--- src/rtl/intx_reg_pkg.sv ---
// Field layout of the interrupt status/enable word and helpers.
// Assumes a 32-bit word split into four byte lanes.
package intx_reg_pkg;
    localparam int REG_W       = 32;
    localparam int NUM_LANES   = REG_W / 8;
    localparam int NUM_LINES   = 4;
    localparam int ERR_HI_W    = 2;
    localparam int ERR_LO_W    = 6;
    localparam int NUM_ERR     = ERR_HI_W + ERR_LO_W;
    localparam int PRIO_W      = 7;
    localparam int WAIT_W      = 4;
    localparam int STS_LSB     = 28;
    localparam int ERR_HI_LSB  = 26;
    localparam int LINE_EN_LSB = 22;
    localparam int ERR_LO_LSB  = 16;
    localparam int PRIO_LSB    = 8;
    localparam int WAIT_LSB    = 0;

    // Expands byte-lane enables into per-bit write enables.
    function automatic logic [REG_W-1:0] lanes_to_bits(input logic [NUM_LANES-1:0] be);
        logic [REG_W-1:0] bits;
        for (int i = 0; i < REG_W; i++) begin
            bits[i] = be[i / 8];
        end
        return bits;
    endfunction
endpackage

--- src/rtl/intx_status_bank.sv ---
// Pending flags for level-sensitive lines.
// Setting from a high input has priority over a write-one clear.
module intx_status_bank #(
    parameter int N = 4
) (
    input  logic         clk,
    input  logic         rst_n,
    input  logic [N-1:0] level_in,
    input  logic [N-1:0] clr,
    output logic [N-1:0] pending
);
    for (genvar g = 0; g < N; g++) begin : g_line
        // Capture one line: set while high, otherwise clear on request.
        always_ff @(posedge clk) begin
            if (!rst_n) begin
                pending[g] <= 1'b0;
            end else begin
                pending[g] <= level_in[g] | (pending[g] & ~clr[g]);
            end
        end
    end
endmodule

--- src/rtl/intx_cfg_field.sv ---
// A plain read/write field with per-bit write enables.
// Assumes the caller has already sliced data and enables to the field.
module intx_cfg_field #(
    parameter int W = 4
) (
    input  logic         clk,
    input  logic         rst_n,
    input  logic [W-1:0] we,
    input  logic [W-1:0] d,
    output logic [W-1:0] q
);
    // Update only the bits whose enable is set.
    always_ff @(posedge clk) begin
        if (!rst_n) begin
            q <= '0;
        end else begin
            for (int i = 0; i < W; i++) begin
                if (we[i]) q[i] <= d[i];
            end
        end
    end
endmodule

--- src/rtl/intx_irq_merge.sv ---
// Combines qualified line pending flags and error levels into one request.
// Error levels are assumed to be held by their sources until serviced.
module intx_irq_merge #(
    parameter int NL = 4,
    parameter int NE = 8
) (
    input  logic [NL-1:0] pending,
    input  logic [NL-1:0] line_en,
    input  logic [NE-1:0] err_lvl,
    input  logic [NE-1:0] err_en,
    output logic          irq
);
    // OR of every enabled, active source.
    always_comb begin
        irq = |(pending & line_en) | |(err_lvl & err_en);
    end
endmodule

--- src/rtl/intx_ctl_reg.sv ---
// Interrupt status/enable control word: pending capture, write-one-to-clear,
// enables, stored bridge settings and the combined request output.
// Assumes single-cycle byte-lane writes; reads are the live register value.
module intx_ctl_reg
    import intx_reg_pkg::*;
(
    input  logic                 clk,
    input  logic                 rst_n,
    input  logic                 wr_en,
    input  logic [NUM_LANES-1:0] wr_be,
    input  logic [REG_W-1:0]     wr_data,
    input  logic [NUM_LINES-1:0] intx_in,
    input  logic [NUM_ERR-1:0]   err_in,
    output logic [REG_W-1:0]     rd_data,
    output logic                 irq_out
);
    logic [REG_W-1:0]     bit_we;
    logic [NUM_LINES-1:0] sts_clr;
    logic [NUM_LINES-1:0] pending;
    logic [NUM_LINES-1:0] line_en;
    logic [ERR_HI_W-1:0]  err_en_hi;
    logic [ERR_LO_W-1:0]  err_en_lo;
    logic [PRIO_W-1:0]    prio_q;
    logic [WAIT_W-1:0]    wait_q;
    logic                 rsvd_unused;

    // Per-bit write enables from the strobe and lane enables.
    always_comb begin
        bit_we = wr_en ? lanes_to_bits(wr_be) : '0;
    end

    // Write-one-to-clear requests for the pending bits.
    always_comb begin
        sts_clr = bit_we[STS_LSB +: NUM_LINES] & wr_data[STS_LSB +: NUM_LINES];
    end

    // Reserved positions carry no state.
    assign rsvd_unused = ^{bit_we[15], bit_we[7:4], wr_data[15], wr_data[7:4]};

    intx_status_bank #(.N(NUM_LINES)) u_sts (
        .clk      (clk),
        .rst_n    (rst_n),
        .level_in (intx_in),
        .clr      (sts_clr),
        .pending  (pending)
    );

    intx_cfg_field #(.W(NUM_LINES)) u_line_en (
        .clk (clk), .rst_n (rst_n),
        .we  (bit_we[LINE_EN_LSB +: NUM_LINES]),
        .d   (wr_data[LINE_EN_LSB +: NUM_LINES]),
        .q   (line_en)
    );

    intx_cfg_field #(.W(ERR_HI_W)) u_err_hi (
        .clk (clk), .rst_n (rst_n),
        .we  (bit_we[ERR_HI_LSB +: ERR_HI_W]),
        .d   (wr_data[ERR_HI_LSB +: ERR_HI_W]),
        .q   (err_en_hi)
    );

    intx_cfg_field #(.W(ERR_LO_W)) u_err_lo (
        .clk (clk), .rst_n (rst_n),
        .we  (bit_we[ERR_LO_LSB +: ERR_LO_W]),
        .d   (wr_data[ERR_LO_LSB +: ERR_LO_W]),
        .q   (err_en_lo)
    );

    intx_cfg_field #(.W(PRIO_W)) u_prio (
        .clk (clk), .rst_n (rst_n),
        .we  (bit_we[PRIO_LSB +: PRIO_W]),
        .d   (wr_data[PRIO_LSB +: PRIO_W]),
        .q   (prio_q)
    );

    intx_cfg_field #(.W(WAIT_W)) u_wait (
        .clk (clk), .rst_n (rst_n),
        .we  (bit_we[WAIT_LSB +: WAIT_W]),
        .d   (wr_data[WAIT_LSB +: WAIT_W]),
        .q   (wait_q)
    );

    intx_irq_merge #(.NL(NUM_LINES), .NE(NUM_ERR)) u_merge (
        .pending (pending),
        .line_en (line_en),
        .err_lvl (err_in),
        .err_en  ({err_en_hi, err_en_lo}),
        .irq     (irq_out)
    );

    // Assemble the read view; reserved positions are zero.
    always_comb begin
        rd_data = {pending, err_en_hi, line_en, err_en_lo,
                   1'b0, prio_q, 4'b0000, wait_q};
    end
endmodule

--- config.mk ---
export PLATFORM = sky130hd
export DESIGN_NAME = intx_ctl_reg
export DESIGN_NICKNAME = d
export VERILOG_FILES = /design/src/rtl/intx_reg_pkg.sv /design/src/rtl/intx_status_bank.sv /design/src/rtl/intx_cfg_field.sv /design/src/rtl/intx_irq_merge.sv /design/src/rtl/intx_ctl_reg.sv
export SDC_FILE = /design/constraint.sdc
export NUM_CORES = 1
export LEC_CHECK = 0
export BUFFER_PORTS_ARGS = -buffer_cell sky130_fd_sc_hd__buf_2
export CORE_ASPECT_RATIO = 1.75
export CORE_MARGIN = 8
export CORE_UTILIZATION = 40
export DETAILED_ROUTE_END_ITERATION = 12
export HOLD_SLACK_MARGIN = 0.15
export PLACE_DENSITY = 0.79
export SYNTH_ARGS = -nofsm -noshare
export SYNTH_HDL_FRONTEND = slang
export SYNTH_HIERARCHICAL = 1
export SYNTH_SLANG_ARGS = --single-unit
export TNS_END_PERCENT = 30
--- constraint.sdc ---
create_clock -name clk -period 1 [get_ports clk]
set_input_delay 0.1 -clock clk [delete_from_list [all_inputs] [get_ports clk]]
set_output_delay 0.1 -clock clk [all_outputs]
set_load 0.01 [all_outputs]
==> results.json, run 1 <==
{
  "die_area_um2": 4990,
  "synth-adder-area-share_pct": 0,
  "synth_area_um2": 1170,
  "setup_ws_ns": -0.350,
  "rsz0062_at_grt": "true",
  "cts_buffers": 3,
  "worstSetupPathType": "reg -> out",
  "clock_path_buffers": 2,
  "p_leak_uw": 0.000956,
  "die_w_um": 56.9,
  "initial_utilization_pct": 41.0,
  "netlist_instances": 102,
  "maxSlewViolCount": 0,
  "h-tree-depth": 1,
  "violations": "setup timing",
  "synth_compound_gate_area_share_pct": 8.64,
  "end_kind": "primary output",
  "synth-seq-area-share_pct": 46.1,
  "power_uw": 2280,
  "first_pass_iters": 4,
  "place_area_um2": 1610,
  "core.rowCount": 26,
  "synth-seq-cells": 27,
  "clock_latency_ns": 0.26,
  "drive_above_1_share_pct": 45.8,
  "ios": 84,
  "ff_latch_area_um2": 543,
  "wl_per_cell_um": 15.0,
  "max_freq_mhz": 741,
  "ant_nets": 0,
  "clk_pin_slew_ns": 0.09,
  "synth_xor_area_share_pct": 0,
  "cts_tree": "built",
  "via_per_inst": 4.85,
  "synth_cell_type_count": 12,
  "wl_mm": 3.64,
  "vias": 1173,
  "n_fill_cell": 220,
  "dpl.hpwl_mm": 2.83,
  "cts-root-buf": "clkbuf_8",
  "crit_arrival_ns": 1.25,
  "grt_max_degree": 28,
  "synth_top_family_by_area": "simple AND/OR/NAND/NOR gates",
  "syn_avg_cell_area_um2": 11.5,
  "crit_required_ns": 0.90,
  "status": "finished, violations left",
  "gp_congestion": 0.805,
  "die_y_um": 87.6,
  "cts.sinks": 27,
  "multi_input_area_um2": 609,
  "path_max_fanout": 2,
  "grt_usage_pct": 14.3,
  "antenna_found_initial": 0,
  "nets": 266,
  "start_kind": "flop",
  "yosys_warnings": 6,
  "fin_crit_ns": 1.35,
  "hold_class": "in -> reg",
  "yosys.area_share.simple_pct": 22.1,
  "period_share_pct": 135,
  "io_buffers": 73,
  "max-vdd-ir-drop_mv": 1.09,
  "whs_ns": 0.246,
  "setup_viol": 2,
  "synthMuxAreaShare_pct": 19.6,
  "clock_skew_ns": 0,
  "maxCapViolCount": 0,
  "num_antenna_cells": 0,
  "fin_area_um2": 1950,
  "drc_errors": 0,
  "drt_iter0_drc": 13,
  "dp_slack_ns": -0.0741,
  "final-hold-violation-count": 0,
  "core_area_um2": 2860,
  "overflow": 0,
  "area_growth_pct": 66.0,
  "grt_pass1_vias": 1378,
  "powerDensity_nw_per_um2": 1170,
  "utilization_pct": 68.0,
  "grt_pass1_wl_mm": 5.90
}
## path summary, 6_finish.rpt
kind                               start                     endpoint  slack (ns)  cells after the start
max reg2reg  u_sts/pending[2]$_SDFF_PN0_  u_sts/pending[2]$_SDFF_PN0_        0.16                      3
min                                rst_n  u_sts/pending[1]$_SDFF_PN0_        0.25                      2
min reg2reg     u_prio/q[1]$_SDFFE_PN0P_     u_prio/q[1]$_SDFFE_PN0P_        0.53                      2
max          u_line_en/q[2]$_SDFFE_PN0P_                      irq_out       -0.35                      4
## flip-flops by register name, indices dropped and copies added (netlist names)
register and count:
u_err_hi/q 2, u_err_lo/q 6, u_line_en/q 4, u_prio/q 7, u_sts/pending 4, u_wait/q 4
## power by group
group	total [uW]	internal, uW	switching, uW
Sequential	1170	1130	35.7
Combinational	515	308	207
Clock	593	285	309
## final cells by class
type	instances	share of cell area (%)
Clock buffer	4	2.32
Multi-Input combinational cell	74	31.3
Sequential cell	27	27.9
Tap cell	28	1.80
Timing Repair Buffer	109	36.7
## metal layers
layer	vias up	share of wire, %	global-route usage [%]
li1	571	-	-
met1	536	35	12.4
met2	56	52	25.9
met3	10	10	7.40
met4	0	2.6	6.87
met5	-	0	0
## cells in the mapped netlist (all sizes together)
library cell   n  share of area [%]
dfxtp         27                 46
nor2b         27                 17
mux2i         23                 20
buf            5                3.2
and2           4                2.6
and3           4                2.1
o21a           4                2.6
a221oi         3                3.8
a22o           3                2.2
conb           1               0.32
nand3          1               0.43
## cell families (layout without fill, tap and decap cells)
group,count (synthesis),after routing
other cells,1,5
simple gates,36,36
compound gates,10,10
flops,27,27
buf+inv,5,113
mux,23,23
## timing repair
| item | 4_1_cts | 5_1_grt |
|---|---|---|
| setup buffers | 1 | 0 |
| endpoints found under the hold margin | 27 | 0 |
| hold buffers | 27 | 0 |
| endpoints found under the setup margin | 1 | 2 |
| pin swaps | 2 | 1 |
| gates resized for setup | 4 | 0 |
## metrics by stage
| step | setup TNS, ns | cells |
|---|---|---|
| 2_1_floorplan | 0 | 106 |
| 3_3_place_gp | -0.0560 | 210 |
| 3_5_place_dp | -0.0916 | 210 |
| 4_1_cts | -0.405 | 242 |
| 5_1_grt | -0.497 | 242 |
| 6_report | -0.374 | 242 |
## critical path, cell delays in order (launching register included)
cell and delay, ns:
dfxtp_2 0.32, a22o_1 0.23, a221oi_2 0.19, nand3_1 0.09
buf_2 0.15
## placed cells by master, fill, tap and decap left out
master          n
dlygate4sd3_1  27
nor2b_4         4
dfxtp_1        25
o21a_1          4
clkbuf_8        3
a22o_1          3
dfxtp_2         2
and2_2          4
nand3_1         1
buf_6           2
conb_1          5
and3_1          4
mux2i_1        23
clkbuf_1        1
nor2b_1        23
buf_2          72
a221oi_2        3
buf_4           8
(Power assumes the default switching activity.)
==> run 2: changes to the inputs <==
CELL_PAD_IN_SITES_DETAIL_PLACEMENT = 1   (was not set)
CELL_PAD_IN_SITES_GLOBAL_PLACEMENT = 1   (was not set)
CORE_UTILIZATION = 26   (was 40)
PLACE_DENSITY = not set   (was 0.79)
PLACE_DENSITY_LB_ADDON = 0.1   (was not set)
clock period = 1.22 ns   (was 1 ns; I/O delays follow)
==> results.json, run 2 (same netlist as run 1, synthesis figures left out) <==
{
  "via_per_inst": 4.36,
  "grt_pass1_wl_mm": 6.27,
  "p_leak_uw": 0.000916,
  "max-vdd-ir-drop_mv": 0.447,
  "power_uw": 1870,
  "most-common-layout-cells": "73 x buf_2, 27 x dlygate4sd3_1, 25 x dfxtp_1",
  "first_pass_iters": 2,
  "maxCapViolCount": 0,
  "overflow": 0,
  "wl_met2_mm": 2.17,
  "drt_iter0_drc": 8,
  "dpl.hpwl_mm": 3.01,
  "wl_mm": 3.90,
  "seqPwrFrac_pct": 51.2,
  "grt_max_degree": 28,
  "violations": "setup timing",
  "combinationalPowerShare_pct": 21.4,
  "cts_buffers": 3,
  "final-hold-violation-count": 0,
  "wl_met1_mm": 1.38,
  "wl_met3_um": 314,
  "period_share_pct": 117,
  "swShare_pct": 25.5,
  "ant_nets": 0,
  "clock_skew_ns": 0,
  "die_y_um": 105,
  "grt_usage_pct": 11.2,
  "end_kind": "primary output",
  "drc_errors": 0,
  "cts-root-buf": "clkbuf_8",
  "ios": 84,
  "p_clk_share_pct": 27.3,
  "power_report.internal_total_uw": 1400,
  "setup_viol": 1,
  "die_w_um": 66.8,
  "cts.sinks": 27,
  "cts_tree": "built",
  "setup_ws_ns": -0.209,
  "start_kind": "flop",
  "rsz0062_at_grt": "true",
  "io_buffers": 73,
  "rrSetupSlack_ns": 0.39,
  "largest_reg_flops": 7,
  "largest-register": "u_prio/q",
  "num_antenna_cells": 0,
  "nets": 259,
  "fin_crit_ns": 1.43,
  "h-tree-depth": 1,
  "core.rowCount": 32,
  "reg.largest.list": "u_prio/q (7), u_err_lo/q (6)",
  "grt_pass1_vias": 1312,
  "crit_required_ns": 1.10,
  "die_area_um2": 7000,
  "path_max_fanout": 3,
  "area_growth_pct": 63.4,
  "wl_per_cell_um": 15.1,
  "clock_latency_ns": 0.27,
  "status": "finished, violations left",
  "crit_arrival_ns": 1.31,
  "maxSlewViolCount": 0,
  "hold_class": "in -> reg",
  "final_common_cell": "buf_2",
  "clk_pin_slew_ns": 0.10,
  "initial_utilization_pct": 26.9,
  "vias": 1125,
  "powerDensity_nw_per_um2": 978,
  "p_switching_uw": 478,
  "core_area_um2": 4360,
  "max_freq_mhz": 700,
  "top_layer": "met4",
  "clock_path_buffers": 2,
  "worstSetupPathType": "reg -> out",
  "gp_congestion": 0.757,
  "drive_above_1_share_pct": 44.4,
  "antenna_found_initial": 0,
  "fin_area_um2": 1920,
  "place_area_um2": 1580
}
==> run 2: cell count changes in the layout (fill, tap and decap cells not counted), sizes merged <==
cell,delta
buf,-7
clkinvlp,+1
clkbuf,-1
==> run 2: per-layer routing <==
layer / up-vias / track usage, %
li1: 557 / -
met1: 526 / 11.0
met3: 2 / 3.10
met2: 40 / 21.1
met5: - / 0
met4: 0 / 3.69
==> run 2: final timing paths <==
check,endpoint,depth (start not counted),from
worst max-delay path,irq_out,4,u_err_lo/q[1]$_SDFFE_PN0P_
worst min-delay path,u_sts/pending[1]$_SDFF_PN0_,2,rst_n
worst max register to register,u_sts/pending[3]$_SDFF_PN0_,3,u_sts/pending[3]$_SDFF_PN0_
worst min register to register,u_prio/q[5]$_SDFFE_PN0P_,2,u_prio/q[5]$_SDFFE_PN0P_
==> run 2: power groups by stage <==
| stage | Clock, uW | Sequential, uW | Combinational, uW |
|---|---|---|---|
| 3_5_place_dp | 0 | 982 | 334 |
| 6_report | 512 | 960 | 402 |
| 3_3_place_gp | 0 | 978 | 324 |
| 5_1_grt | 574 | 967 | 440 |
| 2_1_floorplan | 0 | 1000 | 156 |
| 4_1_cts | 551 | 961 | 409 |
==> run 2: metrics by stage <==
stage                     setup TNS [ns]  utilization [%]  hold WS (ns)  setup slack, ns  instances
after floorplan                        0                -         0.239            0.230        106
after global placement                 0             36.2         0.335           0.0939        225
after detailed placement               0             36.2         0.342           0.0581        225
after CTS                         -0.235             43.9         0.273           -0.235        258
after global routing              -0.311             43.9         0.305           -0.311        258
final                             -0.209             43.9         0.278           -0.209        258
==> run 2: cell type report <==
type,instances,area [um2]
flip-flops and latches,27,543
clock buffers,3,41.3
repair buffers,102,651
multi-input cells,74,609
clock inverters,1,7.51
well taps,51,63.8
fillers,498,2450
==> run 2: what timing repair did <==
| item | in CTS | in global routing |
|---|---|---|
| endpoints found under the setup margin | 1 | 1 |
| gates resized for setup | 2 | 0 |
| setup buffers | 2 | 0 |
| hold endpoints to repair | 27 | 0 |
| pin swaps | 2 | 1 |
| hold buffers | 27 | 0 |
==> run 2: critical path: stages (launching register included) <==
cell,delay (ns)
dfxtp_1,0.33
a22o_1,0.22
a221oi_2,0.20
nand3_1,0.12
buf_2,0.16
==> run 3: changes to the inputs <==
CORE_UTILIZATION = 27   (was 26)
SYNTH_HIERARCHICAL = not set   (was 1)
clock period = 1.38 ns   (was 1.22 ns; I/O delays follow)
==> results.json, run 3 <==
{
  "reg.largest.list": "u_prio.q (7), u_err_lo.q (6)",
  "whs_path_depth": 3,
  "overflow": 0,
  "core_area_um2": 4110,
  "synth_cell_type_count": 15,
  "largest_reg_flops": 7,
  "io_buffers": 73,
  "synth_top_cell_area_share_pct": 46.8,
  "max-vdd-ir-drop_mv": 0.560,
  "yosys_warnings": 0,
  "initial_utilization_pct": 28.1,
  "powerDensity_nw_per_um2": 875,
  "maxSlewViolCount": 0,
  "grt_usage_pct": 13.0,
  "yosysTopAreaCell": "dfxtp_1",
  "synth_area_um2": 1150,
  "h-tree-depth": 1,
  "first_pass_iters": 3,
  "cts_tree": "built",
  "clock_skew_ns": 0,
  "final_common_cell": "buf_2",
  "netlist_instances": 133,
  "cts_buffers": 3,
  "synth-seq-cells": 27,
  "drive_above_1_share_pct": 38.2,
  "wl_per_cell_um": 15.2,
  "ios": 84,
  "worstSetupPathType": "reg -> out",
  "cts.sinks": 27,
  "die_area_um2": 6710,
  "drc_errors": 0,
  "rsz0062_at_grt": "true",
  "grt_pass1_wl_mm": 7.04,
  "grt_max_degree": 28,
  "ys.flop_type": "dfxtp_1",
  "synth-seq-area-share_pct": 46.8,
  "status": "finished, violations left",
  "area_growth_pct": 62.1,
  "final-hold-violation-count": 0,
  "top_layer": "met4",
  "end_kind": "primary output",
  "yosysMostFrequentCell": "nand3_1",
  "num_antenna_cells": 0,
  "crit_required_ns": 1.24,
  "core.rowCount": 31,
  "clock_path_buffers": 2,
  "path_max_fanout": 2,
  "vias": 1319,
  "maxCapViolCount": 0,
  "most-common-layout-cells": "73 x buf_2, 28 x nand3_1, 27 x dlygate4sd3_1",
  "crit_arrival_ns": 1.28,
  "ff2ff_path_depth": 3,
  "die_w_um": 65.4,
  "ant_nets": 0,
  "syn_avg_cell_area_um2": 8.68,
  "gp_congestion": 0.774,
  "ff_latch_area_um2": 546,
  "yosys-top-cells-area": "dfxtp_1 47%, a21boi_1 13%, nand3_1 12%",
  "synth-edff-count": 0,
  "setup-tns-final_ns": -0.0417,
  "wl_met2_mm": 2.29,
  "die_y_um": 103,
  "largest-register": "u_prio.q",
  "violations": "setup timing",
  "ys_async_sr_fraction_pct": 0,
  "wl_met1_mm": 1.63,
  "utilization_pct": 45.5,
  "max_freq_mhz": 703,
  "fin_crit_ns": 1.42,
  "dpl.hpwl_mm": 3.23,
  "grt_pass1_vias": 1493,
  "setup_viol": 1,
  "period_share_pct": 103,
  "nets": 285,
  "n_fill_cell": 525,
  "via_per_inst": 4.68,
  "hold_class": "in -> reg",
  "clock_latency_ns": 0.27,
  "drt_iter0_drc": 16,
  "antenna_found_initial": 0,
  "p_leak_uw": 0.000881,
  "yosys-top-cells-count": "28 x nand3_1, 27 x dfxtp_1, 26 x nand2_1, 20 x a21boi_1, 6 x buf_4",
  "wl_mm": 4.29,
  "setup_ws_ns": -0.0417,
  "multi_input_area_um2": 546,
  "clk_pin_slew_ns": 0.10,
  "cts-root-buf": "clkbuf_8",
  "wl_met3_um": 346,
  "start_kind": "flop"
}
run 3: changes by cell type after synthesis, sizes merged, moves of 4 or more:
cell and delta:
nand2 +27, mux2i -23, o21a -4, a21boi +23, nand3 +27, a21oi +4, and2 -4, buf +6
nor2b -23, and3 -4
run 3: through the flow:
stage | power (uW) | hold WS, ns | cells | worst slack, ns | cell area (um2)
after CTS | 1670 | 0.153 | 282 | -0.0752 | 1870
after global placement | 1130 | 0.363 | 249 | 0.125 | 1520
after global routing | 1730 | 0.167 | 282 | -0.103 | 1870
after floorplan | 1010 | 0.277 | 137 | 0.356 | 1170
after detailed placement | 1140 | 0.374 | 249 | 0.120 | 1520
final | 1640 | 0.158 | 282 | -0.0417 | 1870
run 3: layout make-up:
type	instances	area share (%)
clock inverter	1	0.267
timing repair buffer	105	36.0
multi-input combinational	97	29.1
tap	49	3.28
clock buffer	3	2.21
sequential	27	29.1
run 3: what timing repair did:
item	in CTS	in global routing
setup endpoints to repair	1	1
setup buffers	2	0
gates resized for setup	4	2
hold buffers	27	0
pin swaps	1	1
hold endpoints to repair	27	0
run 3: cell families after synthesis:
kind of cell           Yosys count  synth area share [%]
AOI/OAI and AO/OA               33                  21.2
buffers and inverters           13                  8.34
DFF                             27                  46.8
other                            1                 0.325
and+or+nand+nor                 59                  23.3
run 3: worst max-delay path, stage by stage (launching register included):
cell and delay, ns:
dfxtp_2 0.33, a22o_1 0.22, a221oi_2 0.22, nand3_1 0.09, buf_2 0.15
run 3: final timing paths:
check / from / endpoint / slack, ns
worst min register to register: u_prio.q[6]$_SDFFE_PN0P_ / u_prio.q[6]$_SDFFE_PN0P_ / 0.46
worst max register to register: u_err_lo.q[3]$_SDFFE_PN0P_ / u_err_lo.q[3]$_SDFFE_PN0P_ / 0.69
worst max-delay path: u_err_lo.q[3]$_SDFFE_PN0P_ / irq_out / -0.04
worst min-delay path: wr_be[0] / u_wait.q[2]$_SDFFE_PN0P_ / 0.16
run 3: per-layer routing:
layer / track usage (%) / vias to the layer above
li1: - / 650
met1: 13.4 / 620
met2: 24.0 / 47
met3: 4.24 / 2
met4: 4.05 / 0
met5: 0 / -
run 3: power by group:
group          internal [uW]  total (uW)  leakage [uW]  switching, uW
registers                819         846      0.000223           26.4
logic                    181         337      0.000633            156
clock network            202         456     0.0000255            253
